===== config.mk =====
export PLATFORM = sky130hd
export DESIGN_NAME = pause_frame_tx
export DESIGN_NICKNAME = d
export VERILOG_FILES = /design/src/rtl/pause_tx_pkg.sv /design/src/rtl/pause_quanta_tick.sv /design/src/rtl/pause_lfc_engine.sv /design/src/rtl/pause_pfc_engine.sv /design/src/rtl/pause_byte_sel.sv /design/src/rtl/pause_frame_tx.sv
export SDC_FILE = /design/constraint.sdc
export NUM_CORES = 1
export LEC_CHECK = 0
export ABC_AREA = 1
export BUFFER_PORTS_ARGS = -buffer_cell sky130_fd_sc_hd__buf_2
export CAP_MARGIN = 20
export CORE_ASPECT_RATIO = 1.5
export CORE_UTILIZATION = 55
export DETAILED_ROUTE_END_ITERATION = 10
export PLACE_DENSITY = 0.9
export SYNTH_ARGS = -nofsm -noshare
export SYNTH_HDL_FRONTEND = slang
export SYNTH_SLANG_ARGS = --single-unit

===== constraint.sdc =====
create_clock -name clk -period 6 [get_ports clk]
set_input_delay 0.9 -clock clk [delete_from_list [all_inputs] [get_ports clk]]
set_output_delay 0.9 -clock clk [all_outputs]
set_load 0.01 [all_outputs]

===== src/rtl/pause_tx_pkg.sv =====
package pause_tx_pkg;

    typedef enum logic [1:0] {
        ST_IDLE = 2'd0,
        ST_USER = 2'd1,
        ST_LFC  = 2'd2,
        ST_PFC  = 2'd3
    } arb_state_e;

    // header: destination, source, ethertype, opcode
    localparam int MAC_BYTES = 6;
    localparam int HDR_BYTES = 2 * MAC_BYTES + 4;
    localparam int QW        = 16;

endpackage


===== src/rtl/pause_quanta_tick.sv =====
module pause_quanta_tick #(
    parameter int CYCLES = 64
) (
    input  logic clk,
    input  logic rst,
    output logic tick
);
    localparam int CW = (CYCLES > 1) ? $clog2(CYCLES) : 1;

    logic [CW-1:0] cnt;

    assign tick = (cnt == CW'(CYCLES - 1));

    always_ff @(posedge clk) begin
        if (rst) begin
            cnt <= '0;
        end else if (tick) begin
            cnt <= '0;
        end else begin
            cnt <= cnt + 1'b1;
        end
    end
endmodule


===== src/rtl/pause_lfc_engine.sv =====
module pause_lfc_engine #(
    parameter int QW = 16
) (
    input  logic          clk,
    input  logic          rst,
    input  logic          en,
    input  logic          req,
    input  logic          resend,
    input  logic          tick,
    input  logic          take,
    input  logic [QW-1:0] cfg_quanta,
    input  logic [QW-1:0] cfg_refresh,
    output logic          pending,
    output logic [QW-1:0] snap_quanta
);
    logic          sent_q;
    logic [QW-1:0] tmr_q;
    logic          resend_q;

    always_ff @(posedge clk) begin
        if (rst) begin
            sent_q      <= 1'b0;
            tmr_q       <= '0;
            snap_quanta <= '0;
        end else if (take) begin
            sent_q      <= req;
            tmr_q       <= cfg_refresh;
            snap_quanta <= req ? cfg_quanta : '0;
        end else if (tick && (tmr_q != '0)) begin
            tmr_q <= tmr_q - 1'b1;
        end
    end

    always_ff @(posedge clk) begin
        if (rst) begin
            resend_q <= 1'b0;
        end else begin
            resend_q <= (resend_q & ~take) | resend;
        end
    end

    always_comb begin
        pending = en & ((req ^ sent_q) |
                        (req & sent_q & (tmr_q == '0)) |
                        resend_q);
    end
endmodule


===== src/rtl/pause_pfc_engine.sv =====
module pause_pfc_engine #(
    parameter int CLASSES = 8,
    parameter int QW      = 16
) (
    input  logic                  clk,
    input  logic                  rst,
    input  logic                  en,
    input  logic [CLASSES-1:0]    req,
    input  logic                  resend,
    input  logic                  tick,
    input  logic                  take,
    input  logic [CLASSES*QW-1:0] cfg_quanta,
    input  logic [CLASSES*QW-1:0] cfg_refresh,
    output logic                  pending,
    output logic [CLASSES-1:0]    snap_enable,
    output logic [CLASSES*QW-1:0] snap_quanta
);
    logic [CLASSES-1:0] sent_q;
    logic [CLASSES-1:0] expired;
    logic               resend_q;

    always_ff @(posedge clk) begin
        if (rst) begin
            sent_q      <= '0;
            snap_enable <= '0;
        end else if (take) begin
            sent_q      <= req;
            snap_enable <= req | sent_q;
        end
    end

    always_ff @(posedge clk) begin
        if (rst) begin
            resend_q <= 1'b0;
        end else begin
            resend_q <= (resend_q & ~take) | resend;
        end
    end

    for (genvar g = 0; g < CLASSES; g++) begin : g_class
        logic [QW-1:0] tmr_q;
        logic [QW-1:0] snap_q;

        always_ff @(posedge clk) begin
            if (rst) begin
                tmr_q  <= '0;
                snap_q <= '0;
            end else if (take) begin
                tmr_q  <= cfg_refresh[g*QW +: QW];
                snap_q <= req[g] ? cfg_quanta[g*QW +: QW] : '0;
            end else if (tick && (tmr_q != '0)) begin
                tmr_q <= tmr_q - 1'b1;
            end
        end

        assign expired[g]               = req[g] & sent_q[g] & (tmr_q == '0);
        assign snap_quanta[g*QW +: QW]  = snap_q;
    end

    always_comb begin
        pending = en & ((req != sent_q) | (|expired) | resend_q);
    end
endmodule


===== src/rtl/pause_byte_sel.sv =====
module pause_byte_sel
    import pause_tx_pkg::*;
#(
    parameter int CLASSES = 8,
    parameter int IDX_W   = 6
) (
    input  logic                  is_class,
    input  logic [IDX_W-1:0]      idx,
    input  logic [47:0]           cfg_dst,
    input  logic [47:0]           cfg_src,
    input  logic [15:0]           cfg_etype,
    input  logic [15:0]           lfc_opcode,
    input  logic [15:0]           pfc_opcode,
    input  logic [QW-1:0]         lfc_quanta,
    input  logic [CLASSES-1:0]    pfc_enable,
    input  logic [CLASSES*QW-1:0] pfc_quanta,
    output logic [7:0]            byte_o
);
    logic [15:0] opcode;
    logic [15:0] en_field;
    logic [15:0] cls_q;
    int          pos;
    int          pl;
    int          k;

    always_comb begin
        opcode   = is_class ? pfc_opcode : lfc_opcode;
        en_field = 16'(pfc_enable);
        pos      = int'(idx);
        pl       = pos - HDR_BYTES;
        k        = (pl >= 2) ? (pl - 2) : 0;
        cls_q    = 16'(pfc_quanta >> (QW * (k / 2)));
        byte_o   = 8'h00;
        if (pos < MAC_BYTES) begin
            byte_o = 8'(cfg_dst >> (8 * (MAC_BYTES - 1 - pos)));
        end else if (pos < 2 * MAC_BYTES) begin
            byte_o = 8'(cfg_src >> (8 * (2 * MAC_BYTES - 1 - pos)));
        end else if (pos == 2 * MAC_BYTES) begin
            byte_o = cfg_etype[15:8];
        end else if (pos == 2 * MAC_BYTES + 1) begin
            byte_o = cfg_etype[7:0];
        end else if (pos == 2 * MAC_BYTES + 2) begin
            byte_o = opcode[15:8];
        end else if (pos == 2 * MAC_BYTES + 3) begin
            byte_o = opcode[7:0];
        end else if (!is_class) begin
            byte_o = (pl == 0) ? lfc_quanta[15:8] : lfc_quanta[7:0];
        end else if (pl < 2) begin
            byte_o = (pl == 0) ? en_field[15:8] : en_field[7:0];
        end else begin
            byte_o = (k % 2 == 0) ? cls_q[15:8] : cls_q[7:0];
        end
    end
endmodule


===== src/rtl/pause_frame_tx.sv =====
module pause_frame_tx
    import pause_tx_pkg::*;
#(
    parameter int QUANTA_CYCLES = 64,
    parameter int CLASSES       = 8
) (
    input  logic                  clk,
    input  logic                  rst,
    input  logic [47:0]           cfg_dst,
    input  logic [47:0]           cfg_src,
    input  logic [15:0]           cfg_etype,
    input  logic [15:0]           cfg_lfc_opcode,
    input  logic [15:0]           cfg_lfc_quanta,
    input  logic [15:0]           cfg_lfc_refresh,
    input  logic                  cfg_lfc_en,
    input  logic [15:0]           cfg_pfc_opcode,
    input  logic [CLASSES*16-1:0] cfg_pfc_quanta,
    input  logic [CLASSES*16-1:0] cfg_pfc_refresh,
    input  logic                  cfg_pfc_en,
    input  logic                  lfc_req,
    input  logic                  lfc_resend,
    input  logic [CLASSES-1:0]    pfc_req,
    input  logic                  pfc_resend,
    input  logic [7:0]            in_tdata,
    input  logic                  in_tvalid,
    input  logic                  in_tlast,
    output logic                  in_tready,
    output logic [7:0]            out_tdata,
    output logic                  out_tvalid,
    output logic                  out_tlast,
    input  logic                  out_tready
);
    localparam int LFC_LEN = HDR_BYTES + 2;
    localparam int PFC_LEN = HDR_BYTES + 2 + 2 * CLASSES;
    localparam int IDX_W   = $clog2(PFC_LEN);

    arb_state_e               state, state_d;
    logic [IDX_W-1:0]         idx_q, idx_d;
    logic                     tick;
    logic                     lfc_pend, pfc_pend;
    logic                     lfc_take, pfc_take;
    logic [QW-1:0]            lfc_snap_q;
    logic [CLASSES-1:0]       pfc_snap_en;
    logic [CLASSES*QW-1:0]    pfc_snap_q;
    logic [7:0]               ctrl_byte;

    pause_quanta_tick #(.CYCLES(QUANTA_CYCLES)) u_tick (
        .clk  (clk),
        .rst  (rst),
        .tick (tick)
    );

    pause_lfc_engine #(.QW(QW)) u_lfc (
        .clk         (clk),
        .rst         (rst),
        .en          (cfg_lfc_en),
        .req         (lfc_req),
        .resend      (lfc_resend),
        .tick        (tick),
        .take        (lfc_take),
        .cfg_quanta  (cfg_lfc_quanta),
        .cfg_refresh (cfg_lfc_refresh),
        .pending     (lfc_pend),
        .snap_quanta (lfc_snap_q)
    );

    pause_pfc_engine #(.CLASSES(CLASSES), .QW(QW)) u_pfc (
        .clk         (clk),
        .rst         (rst),
        .en          (cfg_pfc_en),
        .req         (pfc_req),
        .resend      (pfc_resend),
        .tick        (tick),
        .take        (pfc_take),
        .cfg_quanta  (cfg_pfc_quanta),
        .cfg_refresh (cfg_pfc_refresh),
        .pending     (pfc_pend),
        .snap_enable (pfc_snap_en),
        .snap_quanta (pfc_snap_q)
    );

    pause_byte_sel #(.CLASSES(CLASSES), .IDX_W(IDX_W)) u_sel (
        .is_class   (state == ST_PFC),
        .idx        (idx_q),
        .cfg_dst    (cfg_dst),
        .cfg_src    (cfg_src),
        .cfg_etype  (cfg_etype),
        .lfc_opcode (cfg_lfc_opcode),
        .pfc_opcode (cfg_pfc_opcode),
        .lfc_quanta (lfc_snap_q),
        .pfc_enable (pfc_snap_en),
        .pfc_quanta (pfc_snap_q),
        .byte_o     (ctrl_byte)
    );

    // state register
    always_ff @(posedge clk) begin
        if (rst) begin
            state <= ST_IDLE;
            idx_q <= '0;
        end else begin
            state <= state_d;
            idx_q <= idx_d;
        end
    end

    // next state and launch strobes
    always_comb begin
        state_d  = state;
        idx_d    = idx_q;
        lfc_take = 1'b0;
        pfc_take = 1'b0;
        unique case (state)
            ST_IDLE: begin
                if (lfc_pend) begin
                    state_d  = ST_LFC;
                    idx_d    = '0;
                    lfc_take = 1'b1;
                end else if (pfc_pend) begin
                    state_d  = ST_PFC;
                    idx_d    = '0;
                    pfc_take = 1'b1;
                end else if (in_tvalid) begin
                    state_d = ST_USER;
                end
            end
            ST_USER: begin
                if (in_tvalid && out_tready && in_tlast) begin
                    state_d = ST_IDLE;
                end
            end
            ST_LFC: begin
                if (out_tready) begin
                    if (idx_q == IDX_W'(LFC_LEN - 1)) begin
                        state_d = ST_IDLE;
                        idx_d   = '0;
                    end else begin
                        idx_d = idx_q + 1'b1;
                    end
                end
            end
            ST_PFC: begin
                if (out_tready) begin
                    if (idx_q == IDX_W'(PFC_LEN - 1)) begin
                        state_d = ST_IDLE;
                        idx_d   = '0;
                    end else begin
                        idx_d = idx_q + 1'b1;
                    end
                end
            end
        endcase
    end

    // outputs
    always_comb begin
        out_tvalid = 1'b0;
        out_tdata  = 8'h00;
        out_tlast  = 1'b0;
        in_tready  = 1'b0;
        unique case (state)
            ST_IDLE: begin
                out_tvalid = 1'b0;
            end
            ST_USER: begin
                out_tvalid = in_tvalid;
                out_tdata  = in_tdata;
                out_tlast  = in_tlast;
                in_tready  = out_tready;
            end
            ST_LFC: begin
                out_tvalid = 1'b1;
                out_tdata  = ctrl_byte;
                out_tlast  = (idx_q == IDX_W'(LFC_LEN - 1));
            end
            ST_PFC: begin
                out_tvalid = 1'b1;
                out_tdata  = ctrl_byte;
                out_tlast  = (idx_q == IDX_W'(PFC_LEN - 1));
            end
        endcase
    end
endmodule


# [After elaboration in Yosys (flattened, before gate mapping)]
# Cells that the tools add are included.
[totals] in_bits=458 elab_cells=212 register_bits=321 output_inout_bits=11
[op_classes] n_eq_ne=18 order_cmp=4 addsub=16 muxes=65 reduce_logical=47 n_shift=3 bitwise=33
[ops] operator="2-to-1 mux 16 bit" count=28
[ops] operator="zero test 16 bit" count=9
[ops] operator="nonzero test 16 bit" count=9
[ops] operator="subtractor 16 x 1 -> 16 bit (second input constant)" count=9
[ops] operator="right shift 128 x 32 -> 16 bit" count=1
[ops] operator="right shift 48 x 32 -> 8 bit" count=2
[ops] operator="2-to-1 mux 8 bit" count=11
[ops] operator="zero test 32 bit" count=2
[ops] operator="2-to-1 mux 6 bit" count=6
[ops] operator=">= comparator 32 x 3 -> 1 bit (second input constant)" count=1
[ops] operator="< comparator 32 x 3 -> 1 bit (second input constant)" count=1
[ops] operator="2-to-1 mux 32 bit" count=1
[ops] operator="subtractor 32 x 3 -> 32 bit (second input constant)" count=1
[ops] operator="equality test 6 x 5 -> 1 bit (second input constant)" count=5
[ops] operator="adder 28 x 1 -> 28 bit" count=1
[ops] operator="AND 1 bit" count=23
[ops] operator="one-hot mux 6 bit (3 select lines)" count=1
[ops] operator="nonzero test 2 bit" count=9
[ops] operator="2-to-1 mux 2 bit" count=8
[ops] operator="one-hot mux 8 bit (2 select lines)" count=1
[ops] operator="adder 6 x 1 -> 6 bit (second input constant)" count=2
[ops] operator="equality test 6 bit (second input constant)" count=2
[ops] operator="logical AND 1 bit" count=11
[ops] operator="!= test 2 bit (second input constant)" count=5
[ops] operator="23 further kinds" count=37

# [Longest topological paths before layout]
[logic_depth] depth_word=16 ltp_mapped=37 depth_no_buf=36

# [By module]
# Synthesis repeated with hierarchy kept, for this count alone.
[unflattened] hier_cells=3387 hier_area_um2=21474.3
[by_module_without_submodules] mod="pause_pfc_engine" area_per_inst_um2=14772.9 cells_per_inst=2249 seq_area_each_um2=5465.2 n_inst=1
[by_module_without_submodules] mod="pause_byte_sel" area_per_inst_um2=3910.0 cells_per_inst=731 seq_area_each_um2=0.0 n_inst=1
[by_module_without_submodules] mod="pause_lfc_engine" area_per_inst_um2=1855.5 cells_per_inst=271 seq_area_each_um2=680.7 n_inst=1
[by_module_without_submodules] mod="pause_frame_tx" area_per_inst_um2=668.1 cells_per_inst=105 seq_area_each_um2=160.2 n_inst=1
[by_module_without_submodules] mod="pause_quanta_tick" area_per_inst_um2=267.8 cells_per_inst=31 seq_area_each_um2=120.1 n_inst=1

# [Worst setup path after synthesis]
# Ideal clock, no wire load.
[synth_timing] kind="register to output" from="register idx_q[4]" to="output out_tdata[3]" path_slack_ns=0.941 path_stages_with_launch=34 arrival_ns=4.159 cell_sequence="dfxtp_1 inv_1 ha_1 inv_1 ha_1 clkinv_1 nand2_4 buf_4 nand2_1 a21oi_1 ha_1 ha_1 inv_1 nor2_1 nand3_2 nor2_4 nand2_2 nor2_2 nand2_1 nand2_1 nand3_1 nor2_4 nand4_1 nand2_1 nand2_1 nand2_1 nand2_1 nand2_1 nand2_1 nand2_1 nand2_1 nand2_1 nand2_1 nand2_1"
[synth_between] elab_chain_cells=16 word_cells_on_any_way=32 cone_classes="add/sub: 5; order compare: 4; eq/ne: 4; shift: 3; mux: 13; bitwise: 1; reduce/logical: 2"
[synth_rtl] item="from (decl)" line_no="pause_frame_tx.sv:38" text="logic [IDX_W-1:0] idx_q, idx_d;"
[synth_rtl] item="from (signal assigned)" line_no="pause_frame_tx.sv:103" text="idx_q <= idx_d;"
[synth_rtl] item="subtractor 6 x 5 -> 7 bit" line_no="pause_byte_sel.sv:30" text="pl = pos - HDR_BYTES;"
[synth_rtl] item="subtractor 32 x 3 -> 32 bit / >= comparator 32 x 3 -> 1 bit (equally long branches)" line_no="pause_byte_sel.sv:31" text="k = (pl >= 2) ? (pl - 2) : 0;"
[synth_rtl] item="2-to-1 mux 32 bit" line_no="pause_byte_sel.sv:31"
[synth_rtl] item="AND 1 bit (no line)"
[synth_rtl] item="adder 28 x 1 -> 28 bit (no line)"
[synth_rtl] item="right shift 128 x 32 -> 16 bit" line_no="pause_byte_sel.sv:32" text="cls_q = 16'(pfc_quanta >> (QW * (k / 2)));"
[synth_rtl] item="2-to-1 mux 8 bit" line_no="pause_byte_sel.sv:51" text="byte_o = (k % 2 == 0) ? cls_q[15:8] : cls_q[7:0];"
[synth_rtl] item="2-to-1 mux 8 bit" line_no="pause_byte_sel.sv:48" text="end else if (pl < 2) begin"
[synth_rtl] item="2-to-1 mux 8 bit" line_no="pause_byte_sel.sv:46" text="end else if (!is_class) begin"
[synth_rtl] item="2-to-1 mux 8 bit" line_no="pause_byte_sel.sv:44" text="end else if (pos == 2 * MAC_BYTES + 3) begin"
[synth_rtl] item="2-to-1 mux 8 bit" line_no="pause_byte_sel.sv:42" text="end else if (pos == 2 * MAC_BYTES + 2) begin"
[synth_rtl] item="2-to-1 mux 8 bit" line_no="pause_byte_sel.sv:40" text="end else if (pos == 2 * MAC_BYTES + 1) begin"
[synth_rtl] item="2-to-1 mux 8 bit" line_no="pause_byte_sel.sv:38" text="end else if (pos == 2 * MAC_BYTES) begin"
[synth_rtl] item="2-to-1 mux 8 bit" line_no="pause_byte_sel.sv:36" text="end else if (pos < 2 * MAC_BYTES) begin"
[synth_rtl] item="2-to-1 mux 8 bit *" line_no="pause_byte_sel.sv:34" text="if (pos < MAC_BYTES) begin"
[synth_rtl] item="one-hot mux 8 bit (2 select lines) *" line_no="pause_frame_tx.sv:161" text="unique case (state)"
[synth_rtl] item="to (decl)" line_no="pause_frame_tx.sv:28" text="output logic [7:0] out_tdata,"
# Every way passes the cells marked *; elsewhere a longest branch is shown, timed or not.

# [Worst setup path in the final report]
[layout_timing] from="register idx_q[1]" to="output out_tdata[4]"
# Same word-level chain as after synthesis.

==> summary.txt <==
Setup TNS = 0 ns
Worst reg2reg startpoint = u_pfc.g_class[5].tmr_q[0]
Sw Share = 0.393
Status = complete, no violations
Synth area leader = dfxtp_1
Vias per cell = 5.67
Max transition margin = 0.315
Synth warn = 0
Pint = 0.00460 W
Hold Crit Depth = 2
Crit path DAT = 4.83 ns
First-pass GRT wire length = 106 mm
Sequential Power Share = 0.357
Initial DRC count = 1810
PD cells = 328 nW/um2
Switching power = 0.00298 W
Post-Layout Cell Count = 3834
Final min period = 5.73 ns
Area growth syn-to-layout = 18.3%
M3 GR Usage = 0.0942
Met2 GRT Util = 0.639
DRT Pass-1 Iters = 6
CP Max Fanout = 39
Routability cong. = 1.01
Top Usage Layer GRT = met2
Total Power = 0.00758 W
Number of flops mapped to enable cells by yosys = 0
Worst r2r path cells = 18
Die area = 36300 um2
GRT Residual Overflow = 0
Routed WL = 69.7 mm
Rows = 84
Routed len/inst = 18.2 um
DP HPWL = 50.3 mm
Critical path capture point type = output pin
Worst endpoint required time = 5.10 ns
Pin count of the biggest net entering global routing = 183
Clk pwr share = 0.270
Met1 Use GR = 0.392
WP buf/inv = 6
Max rail drop VDD = 0.270 mV
Fill cell count = 3206
CTS Buf Count = 31
Post-synth top flop = dfxtp_1
Pre-CTS worst setup slack = 0.364 ns
Endpoints failing setup = 0
Sequential share of the synthesized area = 0.329
Worst Hold Margin = 0.465 ns
Synthesized instance count = 2962
Number of global-route vias before repair = 20100
Most frequent CP cell = nand2_1
Clk_skew = 0.0120 ns
CTS tree = built
Fin worst setup slack = 0.268 ns
Syn Std Cell Area = 19600 um2
Leakage = 9.66 nW
Synth Net Count = 3474
DIE WIDTH = 156 um
Gate power share = 0.373
Worst-margin pin slew = 1.03 ns
Cell variety after synth = 49
CTS sink cnt = 321
Hold_sp = u_lfc.snap_quanta[15]
CTS HTree Levels = 1
Fraction of the cycle the final worst path needs = 0.955
Flops & latches, synth = 321
Setup crit start kind = register
Largest stage delay, worst path = 0.52 ns
Worst-skew pair later-pin latency = 0.58 ns
Clock transition at the registers of the reported paths = 0.07 ns
CTS root buf = clkbuf_16
Initial Util = 0.559
Synth top area cells = dfxtp_1 33%, nand2_1 12%, a21oi_1 9.8%
Final Max Slew Viols = 0
Mapped Avg Cell Area = 6.60 um2
Unrepaired setup endpoints after global routing = no
Top Family by Delay on Critical Path = simple AND/OR/NAND/NOR gates
R2R setup slack = 2.20 ns
Clock tree buffer depth = 3
Total number of vias = 21700
Worst hold path type = register to register
R2r endpoint = u_pfc.g_class[2].snap_q[13]
Top Ports = 469
Initial antenna violation count = 34
Synth async-reset ratio = 0
Synth top area share = 0.329
Fin. Hold Viols = 0
Min-Delay Endpoint = u_lfc.snap_quanta[15]
Max Clk Rate = 174 MHz
Core area = 35000 um2
Number of buffers added on ports = 468
Final antenna-violating net count = 0
Layout cells sized above 1 = 0.183
DRC viols = 0
Max-cap viol count = 0
Fin nets = 3831
Crit path kind = register to output pin
GRT Overall Usage = 0.373
CP max-delay cell = dfxtp_1
Die Y = 233 um
Inst Count DP = 3751
==> metrics by stage <==
stage,cell area (um2),util
2_1_floorplan,19600,-
3_3_place_gp,21900,0.626
3_5_place_dp,21900,0.626
4_1_cts,23000,0.657
5_1_grt,23100,0.661
6_report,23100,0.661
==> cell families after synthesis <==
family	after synthesis	share of synthesized area
compound gates	764	0.210
xor+xnor	120	0.0541
fa+ha+maj	54	0.0349
buf+inv	436	0.0939
flops	321	0.329
mux	1	0.000512
simple gates	1266	0.278
==> timing repair <==
action,CTS,global route
endpoints found under the setup margin,8,8
gates resized for setup,5,15
gates cloned,0,0
setup buffers,2,5
hold buffers,0,0
pin swaps,0,2
==> how the worst max path moves through the flow <==
stage,to,startpoint,slack (ns),cells after the start
finish,out_tdata[4],idx_q[1],0.27,25
CTS,out_tdata[2],idx_q[3],0.06,35
global route,out_tdata[7],idx_q[3],0.004,36
detailed placement,out_tdata[7],idx_q[3],0.36,34
global placement,out_tdata[7],idx_q[4],0.42,31
floorplan,out_tdata[3],idx_q[4],0.94,33
==> worst reg2reg max path, cell delays in order (launching register included) <==
cell and delay, ns:
dfxtp_1 0.32, inv_1 0.08, ha_1 0.17, nand2_1 0.09, nor3_1 0.26, nand2_1 0.15, nor2_1 0.24, nand3_1 0.12
nand2_1 0.12, nor2_1 0.08, nor4b_1 0.17, nand2_1 0.11, nand2_1 0.10, inv_1 0.12, nand2_4 0.14, inv_6 0.55
buf_12 0.42, nand3_1 0.31, a21oi_1 0.18
==> layer usage <==
metal,part of all wire,vias up
met5,0.0025,-
li1,-,10600
met3,0.089,286
met1,0.35,9844
met2,0.48,958
met4,0.080,28
==> cell usage after synthesis, types with 13 or more instances <==
cell and n:
nand3_1 269, a31oi_1 22, o22ai_1 17, nand4_1 22, buf_2 33, dfxtp_1 321, nor3_1 34, xor2_1 74
o31ai_1 19, xnor2_1 45, a21oi_1 381, buf_6 14, ha_1 53, nand2_1 632, nand2_2 13, o21ai_0 256
o211ai_1 48, nor2_1 243, nor4_1 16, inv_1 248, clkbuf_1 111
==> cells in the final DEF (no fill, tap or decap), types with 45 or more instances in the layout <==
cell type / count
o21ai_0: 256
nand3_1: 269
nor2_1: 242
o211ai_1: 48
buf_2: 467
inv_1: 244
nand2_1: 631
dfxtp_1: 317
xnor2_1: 45
a21oi_1: 377
xor2_1: 74
ha_1: 49
==> cell type report <==
cell class | count | area (um2) | area share
inverter | 260 | 991 | 0.0428
clock buffer | 42 | 867 | 0.0375
clock inverter | 14 | 180 | 0.00779
multi-input combinational | 2205 | 11400 | 0.491
antenna | 19 | 47.5 | 0.00206
sequential | 321 | 6440 | 0.278
tap | 473 | 592 | 0.0256
timing repair buffer | 500 | 2660 | 0.115
==> power by group through the flow <==
stage / clock, W / combinational [W] / sequential, W
CTS: 0.00206 / 0.00274 / 0.00270
floorplan: 0 / 0.00206 / 0.00267
global placement: 0 / 0.00267 / 0.00273
global route: 0.00214 / 0.00314 / 0.00274
finish: 0.00205 / 0.00283 / 0.00271
detailed placement: 0 / 0.00271 / 0.00274
==> registers in the layout (all words and copies together) (netlist names) <==
signal / flops
u_pfc.sent_q: 8
u_tick.cnt: 6
u_lfc.resend_q: 1
u_lfc.sent_q: 1
u_pfc.resend_q: 1
u_pfc.snap_enable: 8
u_lfc.tmr_q: 16
idx_q: 6
u_lfc.snap_quanta: 16
u_pfc.g_class.snap_q: 128
u_pfc.g_class.tmr_q: 128
state: 2
Power figures use the tool's default switching activity.
